**config.mk**
```make
export PLATFORM = sky130hd
export DESIGN_NAME = sbw_wakeup_unit
export DESIGN_NICKNAME = d
export VERILOG_FILES = /design/src/rtl/sbw_pkg.sv /design/src/rtl/sbw_scoreboard.sv /design/src/rtl/sbw_cam_entry.sv /design/src/rtl/sbw_wakeup_unit.sv
export SDC_FILE = /design/constraint.sdc
export NUM_CORES = 1
export LEC_CHECK = 0
export ABC_AREA = 1
export BUFFER_PORTS_ARGS = -buffer_cell sky130_fd_sc_hd__buf_2
export CAP_MARGIN = 20
export CELL_PAD_IN_SITES_DETAIL_PLACEMENT = 1
export CELL_PAD_IN_SITES_GLOBAL_PLACEMENT = 1
export CORE_ASPECT_RATIO = 0.8
export CORE_MARGIN = 1.5
export CORE_UTILIZATION = 47
export DETAILED_ROUTE_END_ITERATION = 8
export PLACE_DENSITY = 0.87
export SYNTH_ARGS = -nofsm -noshare
export SYNTH_HDL_FRONTEND = slang
export SYNTH_HIERARCHICAL = 1
export SYNTH_SLANG_ARGS = --single-unit
```
**constraint.sdc**
```tcl
create_clock -name clk_i -period 3.47 [get_ports clk_i]
set_input_delay 0.694 -clock clk_i [delete_from_list [all_inputs] [get_ports clk_i]]
set_output_delay 0.694 -clock clk_i [all_outputs]
set_load 0.01 [all_outputs]
```
**src/rtl/sbw_pkg.sv**
```systemverilog
package sbw_pkg;
  localparam int unsigned SBW_ENTRIES = 16;
  localparam int unsigned SBW_SRCS    = 2;
  localparam int unsigned SBW_PREGS   = 64;
endpackage

```
**src/rtl/sbw_scoreboard.sv**
```systemverilog
module sbw_scoreboard #(
  parameter int unsigned NUM_PREGS = 64,
  localparam int unsigned PW = $clog2(NUM_PREGS)
) (
  input  logic                 clk_i,
  input  logic                 rst_ni,
  input  logic                 set_i,
  input  logic [PW-1:0]        set_idx_i,
  input  logic                 clr_i,
  input  logic [PW-1:0]        clr_idx_i,
  output logic [NUM_PREGS-1:0] rdy_o
);
  logic [NUM_PREGS-1:0] set_vec, clr_vec, rdy_d;

  always_comb begin
    set_vec = set_i ? (NUM_PREGS'(1) << set_idx_i) : '0;
    clr_vec = clr_i ? (NUM_PREGS'(1) << clr_idx_i) : '0;
    rdy_d   = (rdy_o | set_vec) & ~clr_vec;  // a new claim beats a completion
  end

  always_ff @(posedge clk_i or negedge rst_ni)
    if (!rst_ni) rdy_o <= '0;
    else         rdy_o <= rdy_d;
endmodule

```
**src/rtl/sbw_cam_entry.sv**
```systemverilog
module sbw_cam_entry #(
  parameter int unsigned NUM_SRCS = 2,
  parameter int unsigned TAG_W    = 7
) (
  input  logic                      clk_i,
  input  logic                      rst_ni,
  input  logic                      alloc_i,
  input  logic [NUM_SRCS*TAG_W-1:0] tags_i,
  input  logic [NUM_SRCS-1:0]       rdy_init_i,
  input  logic                      kill_i,
  input  logic                      cmpl_i,
  input  logic [TAG_W-1:0]          cmpl_tag_i,
  input  logic [TAG_W-1:0]          probe_tag_i,
  output logic [NUM_SRCS-1:0]       wake_o,
  output logic                      ready_o,
  output logic                      probe_hit_o
);
  logic                      valid_q;
  logic [NUM_SRCS*TAG_W-1:0] tag_q;
  logic [NUM_SRCS-1:0]       rdy_q, hit;

  for (genvar s = 0; s < NUM_SRCS; s++) begin : g_src
    logic [TAG_W-1:0] t;
    assign t         = tag_q[s*TAG_W +: TAG_W];
    assign wake_o[s] = valid_q & ~kill_i & ~rdy_q[s] & cmpl_i & (t == cmpl_tag_i);
    assign hit[s]    = valid_q & ~rdy_q[s] & (t == probe_tag_i);
  end

  assign probe_hit_o = |hit;
  assign ready_o     = valid_q & (&rdy_q);

  always_ff @(posedge clk_i or negedge rst_ni) begin
    if (!rst_ni) begin
      valid_q <= 1'b0;
      tag_q   <= '0;
      rdy_q   <= '1;
    end else if (alloc_i) begin
      valid_q <= 1'b1;
      tag_q   <= tags_i;
      rdy_q   <= rdy_init_i;
    end else if (kill_i) begin
      valid_q <= 1'b0;
      rdy_q   <= '1;
    end else begin
      rdy_q   <= rdy_q | wake_o;
    end
  end
endmodule

```
**src/rtl/sbw_wakeup_unit.sv**
```systemverilog
module sbw_wakeup_unit
  import sbw_pkg::*;
#(
  parameter int unsigned NUM_ENTRIES = SBW_ENTRIES,
  parameter int unsigned NUM_SRCS    = SBW_SRCS,
  parameter int unsigned NUM_PREGS   = SBW_PREGS,
  localparam int unsigned IDX_W = $clog2(NUM_ENTRIES),
  localparam int unsigned PW    = $clog2(NUM_PREGS),
  localparam int unsigned TAG_W = PW + 1
) (
  input  logic                          clk_i,
  input  logic                          rst_ni,
  input  logic                          alloc_valid_i,
  input  logic [IDX_W-1:0]              alloc_idx_i,
  input  logic [TAG_W-1:0]              alloc_dst_i,
  input  logic [NUM_SRCS*TAG_W-1:0]     alloc_src_tags_i,
  input  logic [NUM_SRCS-1:0]           alloc_src_unrdy_i,
  input  logic                          cmpl_valid_i,
  input  logic [TAG_W-1:0]              cmpl_tag_i,
  input  logic [NUM_ENTRIES-1:0]        kill_mask_i,
  output logic [NUM_ENTRIES*NUM_SRCS-1:0] wake_o,
  output logic [NUM_ENTRIES-1:0]        ready_o,
  output logic [NUM_PREGS-1:0]          sb_ready_o,
  output logic                          err_o
);
  logic                   dst_in, cmpl_in;
  logic [NUM_SRCS-1:0]    init_rdy;
  logic [NUM_ENTRIES-1:0] dst_hit;

  assign dst_in  = alloc_valid_i && (alloc_dst_i < TAG_W'(NUM_PREGS));
  assign cmpl_in = cmpl_valid_i && (cmpl_tag_i < TAG_W'(NUM_PREGS));

  sbw_scoreboard #(.NUM_PREGS(NUM_PREGS)) u_sb (
    .clk_i     (clk_i),
    .rst_ni    (rst_ni),
    .set_i     (cmpl_in),
    .set_idx_i (cmpl_tag_i[PW-1:0]),
    .clr_i     (dst_in),
    .clr_idx_i (alloc_dst_i[PW-1:0]),
    .rdy_o     (sb_ready_o)
  );

  // Scoreboard re-check at insert, including a completion landing this cycle
  for (genvar s = 0; s < NUM_SRCS; s++) begin : g_init
    logic [TAG_W-1:0] t;
    logic             in_rng;
    assign t      = alloc_src_tags_i[s*TAG_W +: TAG_W];
    assign in_rng = t < TAG_W'(NUM_PREGS);
    assign init_rdy[s] = ~(alloc_src_unrdy_i[s] & in_rng & ~sb_ready_o[t[PW-1:0]]
                           & ~(cmpl_in & (cmpl_tag_i == t)));
  end

  for (genvar e = 0; e < NUM_ENTRIES; e++) begin : g_ent
    sbw_cam_entry #(.NUM_SRCS(NUM_SRCS), .TAG_W(TAG_W)) u_ent (
      .clk_i       (clk_i),
      .rst_ni      (rst_ni),
      .alloc_i     (alloc_valid_i && (alloc_idx_i == IDX_W'(e))),
      .tags_i      (alloc_src_tags_i),
      .rdy_init_i  (init_rdy),
      .kill_i      (kill_mask_i[e]),
      .cmpl_i      (cmpl_in),
      .cmpl_tag_i  (cmpl_tag_i),
      .probe_tag_i (alloc_dst_i),
      .wake_o      (wake_o[e*NUM_SRCS +: NUM_SRCS]),
      .ready_o     (ready_o[e]),
      .probe_hit_o (dst_hit[e])
    );
  end

  assign err_o = dst_in & (|dst_hit);
endmodule

```
=== Word-level counts from Yosys, hierarchy flattened ===
Cells that the tools add are included.

* Bits in registers: 336
* Output and inout bits: 113
* Bits of input ports: 54

* Magnitude comparators: 6
* Bitwise operators: 274
* Equality and inequality tests: 81
* Muxes and demuxes: 70
* Shifts and indexed selects: 2
* Reduce and logical (&&, ||, !) cells: 52

{| class="wikitable"
|+ Operators by type and width
! kind !! number
|-
| 7-bit == test || 66
|-
| 1-bit bitwise AND || 201
|-
| 64-bit two-way mux || 2
|-
| 1-bit by 6-bit left shift with 64-bit output (first input constant) || 2
|-
| 64-bit bitwise AND || 1
|-
| 2-bit two-way mux || 32
|-
| 64-bit inverter || 1
|-
| 64-bit bitwise OR || 1
|-
| 1-bit inverter || 54
|-
| 1-bit two-way mux || 34
|-
| 4-bit == test (second input constant) || 8
|-
| 2-bit bitwise OR || 16
|-
| 2-bit AND reduction || 16
|-
| 2-bit nonzero test || 16
|-
| 32-bit OR reduction || 1
|-
| 7-bit less-than comparator (second input constant) || 4
|-
| 1-bit logical AND || 18
|-
| 4-bit by 3-bit == test with 1-bit output (second input constant) || 4
|-
| 6-bit by 7-bit less-than comparator with 1-bit output (second input constant) || 2
|-
| 1-bit binary-select mux with 6-bit select || 2
|-
| 4-bit by 2-bit == test with 1-bit output (second input constant) || 2
|-
| 4-bit by 1-bit == test with 1-bit output (second input constant) || 1
|-
| 4-bit zero test || 1
|}

=== Depth between registers and ports, before layout ===
Gate-level depths: netlist of run 1.

* Word-level depth: 8
* Gate-level depth with buffers: 13
* Gate-level depth less buffers: 11

=== Modules after synthesis ===
Netlist of run 1, hierarchy kept.

{| class="wikitable"
|+ Modules (own cells, without submodules)
! module !! cells each !! sequential area each (um^2) !! area each (um^2) !! instances
|-
| sbw_cam_entry || 171 || 427.9 || 1,112.3 || 16
|-
| sbw_scoreboard || 426 || 1,601.5 || 3,315.7 || 1
|-
| sbw_wakeup_unit || 378 || 0.0 || 1,756.7 || 1
|}

=== Worst setup path after synthesis of run 1 ===
No wires, ideal clock.

* Path kind: in2out
* Start: input port cmpl_valid_i
* End: output port wake_o[11]
* Stages: 8
* Arrival: 1,960 ps
* Buffers on the path: 0
* Setup slack: 816 ps
* Required time: 2,776 ps
* Path through: inv_1 > nor2_1 > nand2_1 > nor2_1 > nand2_1 > nor2_1 > nand2_1 > inv_1

* Cells in the longest elaborated chain, start to end: 3

{| class="wikitable"
|+ RTL lines
! element !! line !! text
|-
| start, declared || sbw_wakeup_unit.sv:18 || <nowiki>input logic cmpl_valid_i,</nowiki>
|-
| 1-bit logical AND || sbw_wakeup_unit.sv:31 || <nowiki>assign cmpl_in = cmpl_valid_i && (cmpl_tag_i < TAG_W'(NUM_PREGS));</nowiki>
|-
| via cmpl_in || sbw_wakeup_unit.sv:26 || <nowiki>logic dst_in, cmpl_in;</nowiki>
|-
| 1-bit bitwise AND (2 in series) || sbw_cam_entry.sv:25 || <nowiki>assign wake_o[s] = valid_q & ~kill_i & ~rdy_q[s] & cmpl_i & (t == cmpl_tag_i);</nowiki>
|-
| end, declared || sbw_wakeup_unit.sv:21 || <nowiki>output logic [NUM_ENTRIES*NUM_SRCS-1:0] wake_o,</nowiki>
|}

The timed path passes the listed nets, and every way through them passes these cells.

=== Worst setup path after layout of run 1 ===
* Start: input port alloc_dst_i[3]
* End: output port err_o

* Cells in the longest elaborated chain, start to end: 4
* Elaborated cells between the ends (all ways): 68
* Those cells by class: order compare: 1; eq/ne: 32; bitwise: 33; reduce/logical: 2

{| class="wikitable"
|+ RTL lines
! element !! line !! text
|-
| start, declared || sbw_wakeup_unit.sv:15 || <nowiki>input logic [TAG_W-1:0] alloc_dst_i,</nowiki>
|-
| 7-bit == test || sbw_cam_entry.sv:26 || <nowiki>assign hit[s] = valid_q & ~rdy_q[s] & (t == probe_tag_i);</nowiki>
|-
| 1-bit bitwise AND || sbw_cam_entry.sv:26 ||
|-
| 32-bit OR reduction || sbw_wakeup_unit.sv:70 || <nowiki>assign err_o = dst_in & (|dst_hit);</nowiki>
|-
| 1-bit bitwise AND * || sbw_wakeup_unit.sv:70 ||
|-
| end, declared || sbw_wakeup_unit.sv:24 || <nowiki>output logic err_o</nowiki>
|}

Every way passes the cells marked *; elsewhere a longest branch is shown, timed or not.

==> report_table.html, run 1 <==
<table>
<tr><th>Metric</th><th>Value</th></tr>
<tr><th colspan="2">Cells and area</th></tr>
<tr><td>Non-filler cells in the finished layout</td><td>4411</td></tr>
<tr><td>Area growth syn-to-layout</td><td>14.9%</td></tr>
<tr><td>Design Area, Final</td><td>26300 um2</td></tr>
<tr><td>Final-stage net count</td><td>3804</td></tr>
<tr><td>Core occupancy in the finished layout</td><td>54.5%</td></tr>
<tr><td>Fraction of final layout cells sized beyond drive strength 1</td><td>14.5%</td></tr>
<tr><th colspan="2">Power and ir drop</th></tr>
<tr><td>Switching share of total power</td><td>37.7%</td></tr>
<tr><td>Power per cell area</td><td>512 nW/um2</td></tr>
<tr><td>Share of power burned in registers</td><td>41.6%</td></tr>
<tr><td>Share of total power in combinational logic</td><td>26.3%</td></tr>
<tr><td>Lkg Pwr</td><td>13.5 nW</td></tr>
<tr><td>Cell-internal power</td><td>8.38 mW</td></tr>
<tr><td>Net switching power</td><td>5.07 mW</td></tr>
<tr><td>IR Drop Worst-Case VDD</td><td>437 uV</td></tr>
<tr><td>Clock share of power</td><td>32.1%</td></tr>
<tr><td>Total power after layout</td><td>13.5 mW</td></tr>
<tr><th colspan="2">Clock network</th></tr>
<tr><td>Num Clock Sinks</td><td>336</td></tr>
<tr><td>Clock-pin slew of the registers on the worst-case setup and hold paths</td><td>60 ps</td></tr>
<tr><td>Deepest level of the CTS H-tree</td><td>2</td></tr>
<tr><td>Maximum clock path buffer count</td><td>3</td></tr>
<tr><td>Clock tree from TritonCTS</td><td>built</td></tr>
<tr><td>Clock tree root buffer cell</td><td>clkbuf_16</td></tr>
<tr><td>Number of buffers inserted during clock tree synthesis</td><td>40</td></tr>
<tr><td>Hold buffers post-CTS</td><td>0</td></tr>
<tr><td>Buffer count from post-CTS setup fixing</td><td>0</td></tr>
<tr><td>Source-to-sink clock delay at the later pin of the worst-skew pair</td><td>570 ps</td></tr>
<tr><th colspan="2">Setup path</th></tr>
<tr><td>Number of cell instances on the worst register-to-register path</td><td>11</td></tr>
<tr><td>Launch point of the worst reg-to-reg path</td><td>u_sb/rdy_o[61]$_DFF_PN0_</td></tr>
<tr><td>Setup slack of the most critical reg-to-reg path</td><td>1520 ps</td></tr>
<tr><td>Reg-to-reg critical path endpoint</td><td>g_ent[13].u_ent/rdy_q[1]$_DFF_PN1_</td></tr>
<tr><td>Startpoint type of the worst setup path</td><td>primary input</td></tr>
<tr><td>Required time of the critical path</td><td>2780 ps</td></tr>
<tr><td>Arrival time of the worst setup path</td><td>2700 ps</td></tr>
<tr><td>Worst Setup End Kind</td><td>output port</td></tr>
<tr><td>Setup CP Type</td><td>in2out</td></tr>
<tr><td>Critical Path Fanout Max</td><td>38</td></tr>
<tr><th colspan="2">STA</th></tr>
<tr><td>Fin Hold WS</td><td>94.4 ps</td></tr>
<tr><td>Actual slew at the worst max-slew pin</td><td>946 ps</td></tr>
<tr><td>Minimum clock period</td><td>3390 ps</td></tr>
<tr><td>RSZ-0062 raised after global routing</td><td>no</td></tr>
<tr><td>Post-route setup slack</td><td>77.0 ps</td></tr>
<tr><td>Worst slew margin relative to its limit</td><td>37.0%</td></tr>
<tr><td>Worst-case clock skew</td><td>19.5 ps</td></tr>
<tr><td>Number of slew-limit violations in the final report</td><td>0</td></tr>
<tr><td>FMAX</td><td>295 MHz</td></tr>
<tr><td>Final worst path period share</td><td>97.8%</td></tr>
<tr><td>Sum of negative setup slack</td><td>0 ps</td></tr>
<tr><td>Total setup violations reported at the end of the flow</td><td>0</td></tr>
<tr><td>Hold Vio Cnt, Final</td><td>0</td></tr>
<tr><th colspan="2">Synth</th></tr>
<tr><td>Number of flops mapped to enable cells by yosys</td><td>0</td></tr>
<tr><td>Most used DFF post-synth</td><td>dfrtp_1</td></tr>
<tr><td>Number of unique standard cell types used by synthesis</td><td>32</td></tr>
<tr><td>Area of the mapped netlist</td><td>22900 um2</td></tr>
<tr><td>Syn_area_per_cell</td><td>6.46 um2</td></tr>
<tr><td>Sequential area share after synthesis</td><td>36.9%</td></tr>
<tr><td>Total number of yosys warnings</td><td>6</td></tr>
<tr><td>Synth Register Bits</td><td>336</td></tr>
<tr><td>Instance count of the mapped netlist</td><td>3540</td></tr>
<tr><td>Asr flop ratio synth</td><td>100%</td></tr>
<tr><td>Net count after synthesis</td><td>3594</td></tr>
<tr><th colspan="2">Detailed routing</th></tr>
<tr><td>Vias</td><td>25.4k</td></tr>
<tr><td>Antenna-violating nets left</td><td>0</td></tr>
<tr><td>Via-to-Cell Ratio</td><td>5.76</td></tr>
<tr><td>TritonRoute pass-1 iters</td><td>6</td></tr>
<tr><td>Overall routed net length</td><td>99.1 mm</td></tr>
<tr><td>Post-DR wirelength/cell</td><td>22.5 um</td></tr>
<tr><td>Iter 0 DRT Violations</td><td>2527</td></tr>
<tr><td>Total DRC errors in the routed layout</td><td>0</td></tr>
<tr><th colspan="2">Global route</th></tr>
<tr><td>Global-route wire length before repair</td><td>151 mm</td></tr>
<tr><td>Antenna violations before repair</td><td>2</td></tr>
<tr><td>Congestion Overflow GR</td><td>0</td></tr>
<tr><td>GRT Total Usage</td><td>39.1%</td></tr>
<tr><td>Maximum number of pins on one net before global-route repair</td><td>69</td></tr>
<tr><td>Number of global-route vias before repair</td><td>26.1k</td></tr>
<tr><th colspan="2">Floorplan</th></tr>
<tr><td>Die X</td><td>250 um</td></tr>
<tr><td>Chip Height</td><td>200 um</td></tr>
<tr><td>Starting density of the core</td><td>47.5%</td></tr>
<tr><td>Die ar.</td><td>50000 um2</td></tr>
<tr><td>Num ports</td><td>167</td></tr>
<tr><td>Core ar.</td><td>48200 um2</td></tr>
<tr><td>Placement row count</td><td>72</td></tr>
<tr><th colspan="2">Place</th></tr>
<tr><td>Pre-CTS worst setup slack</td><td>-149 ps</td></tr>
<tr><td>Placer's final routability congestion estimate</td><td>1.04</td></tr>
<tr><td>Number of placed instances with taps included</td><td>4337</td></tr>
<tr><td>Post-detailed-placement half-perimeter wirelength</td><td>70.1 mm</td></tr>
<tr><td>Number of buffers inserted by port buffering</td><td>166</td></tr>
<tr><td>Post-placement cell area</td><td>24900 um2</td></tr>
<tr><th colspan="2">Job</th></tr>
<tr><td>Max_cap viols</td><td>0</td></tr>
<tr><th colspan="2">Min path</th></tr>
<tr><td>Classification of the worst-slack hold path</td><td>in2async</td></tr>
<tr><th colspan="2">Status</th></tr>
<tr><td>Run status</td><td>finished, final reports clean</td></tr>
</table>
==> logic make-up after synthesis <==
| family | Yosys count | share of synthesized area [%] |
|---|---|---|
| AND/OR/NAND/NOR | 2050 | 36.7 |
| buffers and inverters | 631 | 11.4 |
| AO/OA/AOI/OAI | 373 | 9.16 |
| flip-flops | 336 | 36.9 |
| XOR/XNOR | 150 | 5.74 |
==> critical path, cell delays in order <==
cell and delay (ps):
buf_2 150, buf_12 200, inv_1 130, nand2_1 80, nand4_1 100, nor2_1 70, nand2_1 100, nand2_1 120
nor4_4 310, buf_4 170, nand3_2 120, o21a_1 270, buf_2 160
==> routing by layer <==
layer  routed length [um]  GRT usage [%]  up-vias
met1                41900           52.5    12600
met2                44100           60.7     1093
met5                    0              0        -
met4                 4600           18.0        0
li1                     -              -    11400
met3                 8510           7.93      292
==> state kept, by name (all words and copies together), names as in the netlist <==
register / cells
g_ent.u_ent/valid_q: 16
g_ent.u_ent/tag_q: 224
g_ent.u_ent/rdy_q: 32
u_sb/rdy_o: 64
==> cell usage in the layout, fill, tap and decap left out, types with 41 or more instances in the layout <==
master	Yosys	routed
a21oi_1	82	82
buf_2	65	163
buf_4	11	81
clkbuf_16	0	41
dfrtp_1	304	304
inv_1	442	442
inv_2	86	86
nand2_1	1348	1348
nand3_1	173	172
nand4_1	114	114
nor2_1	336	334
o21ai_0	208	208
xnor2_1	131	131
==> cell type report <==
| type | instances | area, um2 |
|---|---|---|
| clock inverters | 18 | 178 |
| clock buffers | 54 | 1110 |
| fillers | 6602 | 21900 |
| inverters | 532 | 2000 |
| multi-input cells | 2573 | 11900 |
| well taps | 629 | 787 |
| flip-flops and latches | 336 | 8450 |
| diodes | 2 | 5.00 |
| repair buffers | 267 | 1880 |
==> Yosys cell counts (33+ instances only) <==
| master | count | area, um2 |
|---|---|---|
| nand2_1 | 1348 | 5060 |
| inv_1 | 442 | 1660 |
| nor2_1 | 336 | 1260 |
| dfrtp_1 | 304 | 7610 |
| o21ai_0 | 208 | 1040 |
| nand3_1 | 173 | 866 |
| xnor2_1 | 131 | 1150 |
| nand4_1 | 114 | 713 |
| inv_2 | 86 | 323 |
| a21oi_1 | 82 | 410 |
| buf_2 | 65 | 325 |
| nor2_2 | 33 | 206 |
==> power by group through the flow <==
stage	clock [mW]	combinational, mW	sequential [mW]
floorplan	0	2.17	5.31
global placement	0	3.24	5.56
detailed placement	0	3.44	5.60
CTS	4.36	3.48	5.55
global route	4.50	3.91	5.66
finish	4.33	3.53	5.60
==> repair_timing <==
action | CTS | global route
resized for setup | 4 | 2
endpoints found under the setup margin | 1 | 1
pin swaps | 0 | 1
==> worst max-delay path by stage <==
stage / from / endpoint / depth (start not counted)
after CTS: g_ent[1].u_ent/rdy_q[0]$_DFF_PN1_ / err_o / 12
after floorplan: cmpl_valid_i / wake_o[11] / 8
after detailed placement: alloc_dst_i[2] / err_o / 12
after global placement: alloc_dst_i[2] / err_o / 12
after global routing: alloc_dst_i[2] / err_o / 12
final: alloc_dst_i[3] / err_o / 13
Note: power is estimated with default switching activity, not from simulation.
==> run 2, diff against run 1 <==
Settings changed: PLACE_DENSITY 0.87 to 0.94.
Clock period 3.47 ns to 4.15 ns, I/O delays scaled along.
==> run 2 against run 1 <==
Effect of this change:
- register-to-register slack improved by 660 ps
- critical path depth decreased by 2
- design area decreased by 1.3%
- sequential share of layout area increased by 0.42 points
- flip-flop and latch count unchanged
- count of clock-buffer cells in the layout increased by 4
- routed wire length decreased by 0.58%
==> report_table.html, run 2 (same netlist as run 1, synthesis figures left out) <==
<table>
<tr><th>Metric</th><th>Value</th></tr>
<tr><th colspan="2">Setup path</th></tr>
<tr><td>Cell type with the highest occurrence count on the critical path</td><td>nand2_1</td></tr>
<tr><td>Launch point of the worst reg-to-reg path</td><td>u_sb/rdy_o[29]$_DFF_PN0_</td></tr>
<tr><td>Buffering stage count on the worst path with inverters included</td><td>3 (-2)</td></tr>
<tr><td>Library cell contributing the largest single delay on the critical path</td><td>nor4_1</td></tr>
<tr><td>Gate family responsible for the most delay along the worst path</td><td>simple AND/OR/NAND/NOR gates</td></tr>
<tr><td>Setup CP Type</td><td>in2out</td></tr>
<tr><td>Startpoint type of the worst setup path</td><td>primary input</td></tr>
<tr><td>Delay of the slowest cell on the worst path</td><td>590 ps (+280 ps)</td></tr>
<tr><td>Worst Setup End Kind</td><td>output port</td></tr>
<tr><td>Setup slack of the most critical reg-to-reg path</td><td>2180 ps (+660 ps)</td></tr>
<tr><td>Number of cell instances on the worst register-to-register path</td><td>11 (unchanged)</td></tr>
<tr><td>Required time of the critical path</td><td>3320 ps (+540 ps)</td></tr>
<tr><td>Arrival time of the worst setup path</td><td>3300 ps (+600 ps)</td></tr>
<tr><td>Crit path cell chain</td><td>buf_2 &gt; buf_4 &gt; nand2_1 &gt; nand4_1 &gt; nor2_1 &gt; nand2_1 &gt; nand2_1 &gt; nor4_1 &gt; nand3_1 &gt; o21a_1 &gt; buf_2</td></tr>
<tr><td>Launching element of the worst setup path</td><td>alloc_dst_i[3]</td></tr>
<tr><td>Reg-to-reg critical path endpoint</td><td>g_ent[10].u_ent/rdy_q[1]$_DFF_PN1_</td></tr>
<tr><td>Critical Path Fanout Max</td><td>20 (-47%)</td></tr>
<tr><th colspan="2">Cells and area</th></tr>
<tr><td>Fraction of final layout cells sized beyond drive strength 1</td><td>13.9% (-0.57 points)</td></tr>
<tr><td>Final-stage net count</td><td>3781 (-0.60%)</td></tr>
<tr><td>Design Area, Final</td><td>25900 um2 (-1.3%)</td></tr>
<tr><td>Area growth syn-to-layout</td><td>13.4%</td></tr>
<tr><td>Register with the most flip-flops</td><td>g_ent.u_ent/tag_q</td></tr>
<tr><td>Number of flip-flops under the largest register name</td><td>224 (unchanged)</td></tr>
<tr><td>Most frequent standard cell in the layout excluding fill and tap cells</td><td>nand2_1</td></tr>
<tr><td>Leading cell types in the layout, fill and taps excluded</td><td>1348 x nand2_1, 442 x inv_1, 334 x nor2_1</td></tr>
<tr><td>Biggest registers after layout</td><td>g_ent.u_ent/tag_q x224, u_sb/rdy_o x64, g_ent.u_ent/rdy_q x32</td></tr>
<tr><th colspan="2">Floorplan</th></tr>
<tr><td>Core ar.</td><td>48200 um2 (unchanged)</td></tr>
<tr><td>Chip Height</td><td>200 um (unchanged)</td></tr>
<tr><td>Die X</td><td>250 um (unchanged)</td></tr>
<tr><td>Num ports</td><td>167 (unchanged)</td></tr>
<tr><td>Placement row count</td><td>72 (unchanged)</td></tr>
<tr><td>Starting density of the core</td><td>47.5% (unchanged)</td></tr>
<tr><td>Die ar.</td><td>50000 um2 (unchanged)</td></tr>
<tr><th colspan="2">STA</th></tr>
<tr><td>RSZ-0062 raised after global routing</td><td>no</td></tr>
<tr><td>Worst slew margin relative to its limit</td><td>35.7% (-1.2 points)</td></tr>
<tr><td>Worst-case clock skew</td><td>24.4 ps (+4.91 ps)</td></tr>
<tr><td>Sum of negative setup slack</td><td>0 ps (unchanged)</td></tr>
<tr><td>Final worst path period share</td><td>99.4%</td></tr>
<tr><td>Fin Hold WS</td><td>184 ps (+89.4 ps)</td></tr>
<tr><td>Total setup violations reported at the end of the flow</td><td>0 (unchanged)</td></tr>
<tr><td>Hold Vio Cnt, Final</td><td>0 (unchanged)</td></tr>
<tr><td>FMAX</td><td>242 MHz</td></tr>
<tr><td>Number of slew-limit violations in the final report</td><td>0 (unchanged)</td></tr>
<tr><td>Actual slew at the worst max-slew pin</td><td>961 ps (+15.1 ps)</td></tr>
<tr><td>Minimum clock period</td><td>4130 ps</td></tr>
<tr><th colspan="2">Global route</th></tr>
<tr><td>Global routing met2 resource utilization</td><td>60.6% (-0.099 points)</td></tr>
<tr><td>GRT Max-Usage Layer</td><td>met2</td></tr>
<tr><td>GRT Total Usage</td><td>39.4% (+0.27 points)</td></tr>
<tr><td>Met3 routing resource usage after global routing</td><td>9.11% (+1.2 points)</td></tr>
<tr><td>Met1 GRT Util</td><td>51.3% (-1.2 points)</td></tr>
<tr><td>Maximum number of pins on one net before global-route repair</td><td>71 (+2.9%)</td></tr>
<tr><td>Number of global-route vias before repair</td><td>26.6k (+2.0%)</td></tr>
<tr><td>Antenna violations before repair</td><td>1 (-1)</td></tr>
<tr><td>Congestion Overflow GR</td><td>0 (unchanged)</td></tr>
<tr><td>Global-route wire length before repair</td><td>153 mm (+1.3%)</td></tr>
<tr><th colspan="2">Detailed routing</th></tr>
<tr><td>Via-to-Cell Ratio</td><td>5.86 (+1.8%)</td></tr>
<tr><td>Vias</td><td>25.7k (+1.3%)</td></tr>
<tr><td>Antenna-violating nets left</td><td>0 (unchanged)</td></tr>
<tr><td>TritonRoute pass-1 iters</td><td>6 (unchanged)</td></tr>
<tr><td>Overall routed net length</td><td>98.5 mm (-0.58%)</td></tr>
<tr><td>Total DRC errors in the routed layout</td><td>0 (unchanged)</td></tr>
<tr><td>Post-DR wirelength/cell</td><td>22.5 um (about the same)</td></tr>
<tr><td>Iter 0 DRT Violations</td><td>2698 (+6.8%)</td></tr>
<tr><th colspan="2">Power and ir drop</th></tr>
<tr><td>Power per cell area</td><td>430 nW/um2 (-16%)</td></tr>
<tr><td>Share of power burned in registers</td><td>41.6% (about the same)</td></tr>
<tr><td>Lkg Pwr</td><td>13.3 nW (-1.3%)</td></tr>
<tr><td>Clock share of power</td><td>31.6% (-0.5 points)</td></tr>
<tr><td>IR Drop Worst-Case VDD</td><td>244 uV (-44%)</td></tr>
<tr><td>Share of total power in combinational logic</td><td>26.8% (+0.5 points)</td></tr>
<tr><td>Cell-internal power</td><td>6.88 mW (-18%)</td></tr>
<tr><td>Net switching power</td><td>4.29 mW (-16%)</td></tr>
<tr><td>Switching share of total power</td><td>38.4% (+0.69 points)</td></tr>
<tr><th colspan="2">Place</th></tr>
<tr><td>Number of buffers inserted by port buffering</td><td>166 (unchanged)</td></tr>
<tr><td>Placer's final routability congestion estimate</td><td>0.948 (-8.7%)</td></tr>
<tr><td>Post-placement cell area</td><td>24700 um2 (-1.0%)</td></tr>
<tr><td>Post-detailed-placement half-perimeter wirelength</td><td>65.5 mm (-6.5%)</td></tr>
<tr><th colspan="2">Clock network</th></tr>
<tr><td>Hold buffers post-CTS</td><td>0 (unchanged)</td></tr>
<tr><td>Deepest level of the CTS H-tree</td><td>2 (unchanged)</td></tr>
<tr><td>Number of buffers inserted during clock tree synthesis</td><td>39 (-2.5%)</td></tr>
<tr><td>Clock tree root buffer cell</td><td>clkbuf_16</td></tr>
<tr><td>Source-to-sink clock delay at the later pin of the worst-skew pair</td><td>580 ps (about the same)</td></tr>
<tr><td>Maximum clock path buffer count</td><td>3 (unchanged)</td></tr>
<tr><td>Post-CTS resize count</td><td>0 (-4)</td></tr>
<tr><td>Clock-pin slew of the registers on the worst-case setup and hold paths</td><td>60 ps (about the same)</td></tr>
<tr><td>Buffer count from post-CTS setup fixing</td><td>0 (unchanged)</td></tr>
<tr><td>Num Clock Sinks</td><td>336 (unchanged)</td></tr>
<tr><td>Clock tree from TritonCTS</td><td>built</td></tr>
<tr><th colspan="2">Job</th></tr>
<tr><td>Max_cap viols</td><td>0 (unchanged)</td></tr>
<tr><th colspan="2">Status</th></tr>
<tr><td>Run status</td><td>finished, final reports clean</td></tr>
<tr><th colspan="2">Min path</th></tr>
<tr><td>Classification of the worst-slack hold path</td><td>in2async</td></tr>
</table>
## run 2: changes by cell type in the layout (fill, tap and decap cells not counted), sizes merged
cell | previous run | this run
buf | 267 | 245
bufinv | 3 | 0
clkbuf | 54 | 58
clkinv | 13 | 11
clkinvlp | 2 | 0
diode | 2 | 1
inv | 532 | 533
## run 2: layer usage
metal	vias up	wire length, um
li1	11300	-
met1	12500	39400
met2	1419	43000
met3	424	10300
met4	2	5850
met5	-	13
## run 2: cell type report
type | count | area, um2
flip-flops and latches | 336 | 8450
multi-input cells | 2573 | 11800
clock buffers | 58 | 1180
clock inverters | 12 | 75.1
repair buffers | 245 | 1620
diodes | 1 | 2.50
well taps | 629 | 787
inverters | 532 | 2000
fillers | 6614 | 22300
## run 2: how the worst max path moves through the flow
stage / end / slack [ps] / depth (start not counted)
6_report: err_o / 20 / 11
5_1_grt: err_o / 100 / 10
3_3_place_gp: err_o / 310 / 10
3_5_place_dp: err_o / 270 / 10
2_1_floorplan: wake_o[11] / 1220 / 8
4_1_cts: err_o / 250 / 12
## run 2: metrics by stage
stage          util (%)  setup WS (ps)  instances  total power [mW]
6_report           53.8           23.4       4386              11.2
5_1_grt            53.8            103       4385              11.7
4_1_cts            53.8            253       4385              11.1
3_5_place_dp       51.2            271       4315              7.48
3_3_place_gp       51.2            306       4315              7.28
2_1_floorplan         -           1220       3540              6.25
## run 2: power by group through the flow
stage / logic (mW) / registers (mW) / clock network, mW
6_report: 2.99 / 4.64 / 3.53
5_1_grt: 3.30 / 4.70 / 3.67
4_1_cts: 2.93 / 4.60 / 3.55
3_5_place_dp: 2.85 / 4.63 / 0
3_3_place_gp: 2.69 / 4.59 / 0
2_1_floorplan: 1.82 / 4.44 / 0
## run 2: worst reg2reg max path, stage by stage (launching register included)
cell	delay (ps)
dfrtp_1	540
nand2_1	140
nand3_1	110
nand3_1	90
nand2_1	90
nand2_1	50
nand3_1	100
nand3_1	80
nand3_1	110
buf_4	340
nor2_1	140
a21oi_2	120
==> run 3, diff against run 2 <==
Settings changed: ABC_AREA 1 to 0, CAP_MARGIN 20 to unset, CORE_UTILIZATION 47 to 53.
Clock period 4.15 ns to 4.8 ns, I/O delays scaled along.
==> run 3 against run 2 <==
Effect of this change:
- the run now ends with negative setup slack left
- critical endpoint unchanged
- combinational power down 19%
- first-iteration DRC count down 9.2%
- register-to-register slack worse by 380 ps
- routed wire length down 9.4%
==> report_table.html, run 3 <==
<table>
<tr><th>Metric</th><th>Value</th></tr>
<tr><th colspan="2">Place</th></tr>
<tr><td>Number of placed instances with taps included</td><td>2408 (-44%)</td></tr>
<tr><td>Placer's final routability congestion estimate</td><td>0.948 (about the same)</td></tr>
<tr><td>Number of buffers inserted by port buffering</td><td>166 (unchanged)</td></tr>
<tr><td>Post-detailed-placement half-perimeter wirelength</td><td>53.4 mm (-19%)</td></tr>
<tr><th colspan="2">Global route</th></tr>
<tr><td>Congestion Overflow GR</td><td>0 (unchanged)</td></tr>
<tr><td>Maximum number of pins on one net before global-route repair</td><td>98 (+38%)</td></tr>
<tr><td>Number of global-route vias before repair</td><td>19.8k (-26%)</td></tr>
<tr><td>Antenna violations before repair</td><td>14 (+13)</td></tr>
<tr><td>Global-route wire length before repair</td><td>132 mm (-14%)</td></tr>
<tr><td>GRT Total Usage</td><td>45.5% (+6.1 points)</td></tr>
<tr><th colspan="2">Synth</th></tr>
<tr><td>Leading area contributor after synthesis</td><td>dfrtp_1</td></tr>
<tr><td>Sequential area share after synthesis</td><td>41.7% (+4.7 points)</td></tr>
<tr><td>Synth top area share</td><td>37.5% (+4.2 points)</td></tr>
<tr><td>Asr flop ratio synth</td><td>100% (unchanged)</td></tr>
<tr><td>Total number of yosys warnings</td><td>6 (unchanged)</td></tr>
<tr><td>Net count after synthesis</td><td>1794 (-50%)</td></tr>
<tr><td>Most frequent cell after synthesis</td><td>dfrtp_1</td></tr>
<tr><td>Area of the mapped netlist</td><td>20300 um2 (-11%)</td></tr>
<tr><td>Cell types occupying the most area after synthesis</td><td>dfrtp_1 38%, mux2_1 13%, xnor2_1 11%</td></tr>
<tr><td>Synth Register Bits</td><td>336 (unchanged)</td></tr>
<tr><td>Number of unique standard cell types used by synthesis</td><td>57 (+78%)</td></tr>
<tr><td>Instance count of the mapped netlist</td><td>1740 (-51%)</td></tr>
<tr><td>Number of flops mapped to enable cells by yosys</td><td>0 (unchanged)</td></tr>
<tr><td>Syn_area_per_cell</td><td>11.7 um2 (+80%)</td></tr>
<tr><td>Most used DFF post-synth</td><td>dfrtp_1</td></tr>
<tr><td>Top cell types by occurrence after synthesis</td><td>304 x dfrtp_1, 262 x xnor2_1, 226 x mux2_1</td></tr>
<tr><th colspan="2">Clock network</th></tr>
<tr><td>Number of buffers inserted during clock tree synthesis</td><td>37 (-5.1%)</td></tr>
<tr><td>Maximum clock path buffer count</td><td>3 (unchanged)</td></tr>
<tr><td>Clock-pin slew of the registers on the worst-case setup and hold paths</td><td>60 ps (about the same)</td></tr>
<tr><td>Source-to-sink clock delay at the later pin of the worst-skew pair</td><td>560 ps (-20 ps)</td></tr>
<tr><td>Deepest level of the CTS H-tree</td><td>2 (unchanged)</td></tr>
<tr><td>Num Clock Sinks</td><td>336 (unchanged)</td></tr>
<tr><td>Buffer count from post-CTS setup fixing</td><td>0 (unchanged)</td></tr>
<tr><td>Clock tree from TritonCTS</td><td>built</td></tr>
<tr><td>Post-CTS resize count</td><td>0 (unchanged)</td></tr>
<tr><td>Clock tree root buffer cell</td><td>clkbuf_16</td></tr>
<tr><td>Hold buffers post-CTS</td><td>0 (unchanged)</td></tr>
<tr><th colspan="2">STA</th></tr>
<tr><td>Post-route setup slack</td><td>-49.7 ps (-73.2 ps)</td></tr>
<tr><td>Worst-case clock skew</td><td>13.1 ps (-11.3 ps)</td></tr>
<tr><td>Actual slew at the worst max-slew pin</td><td>1150 ps (+185 ps)</td></tr>
<tr><td>RSZ-0062 raised after global routing</td><td>no</td></tr>
<tr><td>FMAX</td><td>206 MHz</td></tr>
<tr><td>Number of slew-limit violations in the final report</td><td>0 (unchanged)</td></tr>
<tr><td>Total setup violations reported at the end of the flow</td><td>1 (+1)</td></tr>
<tr><td>Minimum clock period</td><td>4850 ps</td></tr>
<tr><td>Fin Hold WS</td><td>456 ps (+272 ps)</td></tr>
<tr><td>Sum of negative setup slack</td><td>-49.7 ps (-49.7 ps)</td></tr>
<tr><td>Worst slew margin relative to its limit</td><td>23.0% (-13 points)</td></tr>
<tr><td>Final worst path period share</td><td>101%</td></tr>
<tr><td>Hold Vio Cnt, Final</td><td>0 (unchanged)</td></tr>
<tr><th colspan="2">Power and ir drop</th></tr>
<tr><td>Clock share of power</td><td>31.2% (-0.4 points)</td></tr>
<tr><td>Share of power burned in registers</td><td>43.3% (+1.7 points)</td></tr>
<tr><td>Power per cell area</td><td>407 nW/um2 (-5.4%)</td></tr>
<tr><td>Share of total power in combinational logic</td><td>25.5% (-1.3 points)</td></tr>
<tr><td>Net switching power</td><td>3.35 mW (-22%)</td></tr>
<tr><td>Lkg Pwr</td><td>9.80 nW (-26%)</td></tr>
<tr><td>IR Drop Worst-Case VDD</td><td>238 uV (-2.5%)</td></tr>
<tr><td>Cell-internal power</td><td>6.10 mW (-11%)</td></tr>
<tr><td>Switching share of total power</td><td>35.4% (-3.0 points)</td></tr>
<tr><th colspan="2">Setup path</th></tr>
<tr><td>Critical Path Fanout Max</td><td>21 (+5.0%)</td></tr>
<tr><td>Worst Setup End Kind</td><td>output port</td></tr>
<tr><td>Startpoint type of the worst setup path</td><td>primary input</td></tr>
<tr><td>Arrival time of the worst setup path</td><td>3890 ps (+590 ps)</td></tr>
<tr><td>Setup CP Type</td><td>in2out</td></tr>
<tr><td>Required time of the critical path</td><td>3840 ps (+520 ps)</td></tr>
<tr><th colspan="2">Job</th></tr>
<tr><td>Max_cap viols</td><td>0 (unchanged)</td></tr>
<tr><th colspan="2">Cells and area</th></tr>
<tr><td>Leading cell types in the layout, fill and taps excluded</td><td>304 x dfrtp_1, 262 x xnor2_1, 226 x mux2_1</td></tr>
<tr><td>Core occupancy in the finished layout</td><td>62.2% (+8.3 points)</td></tr>
<tr><td>Register with the most flip-flops</td><td>g_ent.u_ent/tag_q</td></tr>
<tr><td>Number of flip-flops under the largest register name</td><td>224 (unchanged)</td></tr>
<tr><td>Biggest registers after layout</td><td>g_ent.u_ent/tag_q x224, u_sb/rdy_o x64, g_ent.u_ent/rdy_q x32</td></tr>
<tr><td>Area growth syn-to-layout</td><td>14.5%</td></tr>
<tr><td>Non-filler cells in the finished layout</td><td>2479 (-43%)</td></tr>
<tr><td>Most frequent standard cell in the layout excluding fill and tap cells</td><td>dfrtp_1</td></tr>
<tr><td>Final-stage net count</td><td>2014 (-47%)</td></tr>
<tr><td>Fraction of final layout cells sized beyond drive strength 1</td><td>20.3% (+6.4 points)</td></tr>
<tr><th colspan="2">Detailed routing</th></tr>
<tr><td>Met3 wire length</td><td>10.9 mm (+6.6%)</td></tr>
<tr><td>Vias</td><td>18.1k (-30%)</td></tr>
<tr><td>Sum of routed wire segments on met1</td><td>30.8 mm (-22%)</td></tr>
<tr><td>Uppermost metal layer occupied by signal nets</td><td>met5</td></tr>
<tr><td>Total DRC errors in the routed layout</td><td>0 (unchanged)</td></tr>
<tr><td>Antenna-violating nets left</td><td>0 (unchanged)</td></tr>
<tr><td>Iter 0 DRT Violations</td><td>2451 (-9.2%)</td></tr>
<tr><td>Total met2 wirelength after detailed routing</td><td>39.6 mm (-7.9%)</td></tr>
<tr><td>Via-to-Cell Ratio</td><td>7.30 (+25%)</td></tr>
<tr><td>TritonRoute pass-1 iters</td><td>6 (unchanged)</td></tr>
<tr><td>Post-DR wirelength/cell</td><td>36.0 um (+60%)</td></tr>
<tr><td>Overall routed net length</td><td>89.2 mm (-9.4%)</td></tr>
<tr><th colspan="2">Floorplan</th></tr>
<tr><td>Starting density of the core</td><td>54.3% (+6.8 points)</td></tr>
<tr><td>Die X</td><td>222 um (-11%)</td></tr>
<tr><td>Die ar.</td><td>39500 um2 (-21%)</td></tr>
<tr><td>Chip Height</td><td>178 um (-11%)</td></tr>
<tr><td>Core ar.</td><td>37400 um2 (-22%)</td></tr>
<tr><td>Placement row count</td><td>63 (-13%)</td></tr>
<tr><td>Num ports</td><td>167 (unchanged)</td></tr>
<tr><th colspan="2">Status</th></tr>
<tr><td>Run status</td><td>finished, violations left</td></tr>
<tr><td>Failing checks</td><td>negative setup slack</td></tr>
<tr><th colspan="2">Min path</th></tr>
<tr><td>Classification of the worst-slack hold path</td><td>in2async</td></tr>
</table>
[run 3: changes by cell type after synthesis, sizes merged, moves of 36 or more]
cell and delta:
o21ai -191, nand3 -149, xor2 +179, nor2 -347
nand2 -1356, inv -512, nor4 +53, buf -37
xnor2 +131, mux2 +227, nand4 -46, nor3b +36
[run 3: power groups by stage]
stage               Combinational [mW]  Clock [mW]  Sequential (mW)
floorplan                         1.38           0             3.89
finish                            2.41        2.95             4.10
global placement                  1.98           0             3.96
global route                      2.50        3.06             4.12
detailed placement                2.18           0             4.06
CTS                               2.33        2.93             4.06
[run 3: final cells by class]
class / instances / area, um2
fillers: 3817 / 14100
multi-input cells: 1322 / 11300
flip-flops and latches: 336 / 8450
repair buffers: 244 / 1540
clock buffers: 56 / 1100
well taps: 487 / 609
clock inverters: 9 / 95.1
inverters: 19 / 71.3
diodes: 6 / 15.0
[run 3: cells by family after synthesis]
logic type / share of synthesized area (%)
xor gates and xnor gates: 19.9
and+or+nand+nor: 13.1
DFF: 41.7
muxes: 16.1
AOI/OAI and AO/OA: 6.79
buffers and inverters: 2.49
[run 3: stage by stage]
| stage | setup WS (ps) | instance area, um2 | total power [mW] |
|---|---|---|---|
| after global routing | 35.6 | 23200 | 9.69 |
| after floorplan | 1150 | 20300 | 5.26 |
| after global placement | 496 | 22000 | 5.94 |
| after detailed placement | 423 | 22000 | 6.24 |
| final | -49.7 | 23200 | 9.45 |
| after CTS | 381 | 23200 | 9.32 |
[run 3: final timing paths]
path / from / to / slack [ps] / cells after the start
min in group clk_i: g_ent[15].u_ent/tag_q[8]$_DFFE_PN0P_ / g_ent[15].u_ent/tag_q[8]$_DFFE_PN0P_ / 560 / 1
max: alloc_dst_i[5] / err_o / -50 / 11
max in group asynchronous: rst_ni / g_ent[7].u_ent/rdy_q[0]$_DFF_PN1_ / 3230 / 2
max reg2reg: u_sb/rdy_o[54]$_DFF_PN0_ / g_ent[4].u_ent/rdy_q[0]$_DFF_PN1_ / 1800 / 9
min: rst_ni / g_ent[0].u_ent/valid_q$_DFFE_PN0P_ / 460 / 1
min reg2reg: g_ent[15].u_ent/tag_q[8]$_DFFE_PN0P_ / g_ent[15].u_ent/tag_q[8]$_DFFE_PN0P_ / 560 / 1
[run 3: critical path: stages]
cell and delay (ps):
buf_2 410, buf_12 300, xor2_1 140, nor4_1 840, nand4_1 260, o21ai_1 250
nor4_1 110, buf_4 170, nand4_1 120, and2_1 150, buf_2 130
[run 3: metal layers]
layer,global-route usage (%),vias up
li1,-,6743
met1,52.8,8959
met2,70.3,1702
met3,15.1,686
met4,34.6,4
met5,0,-
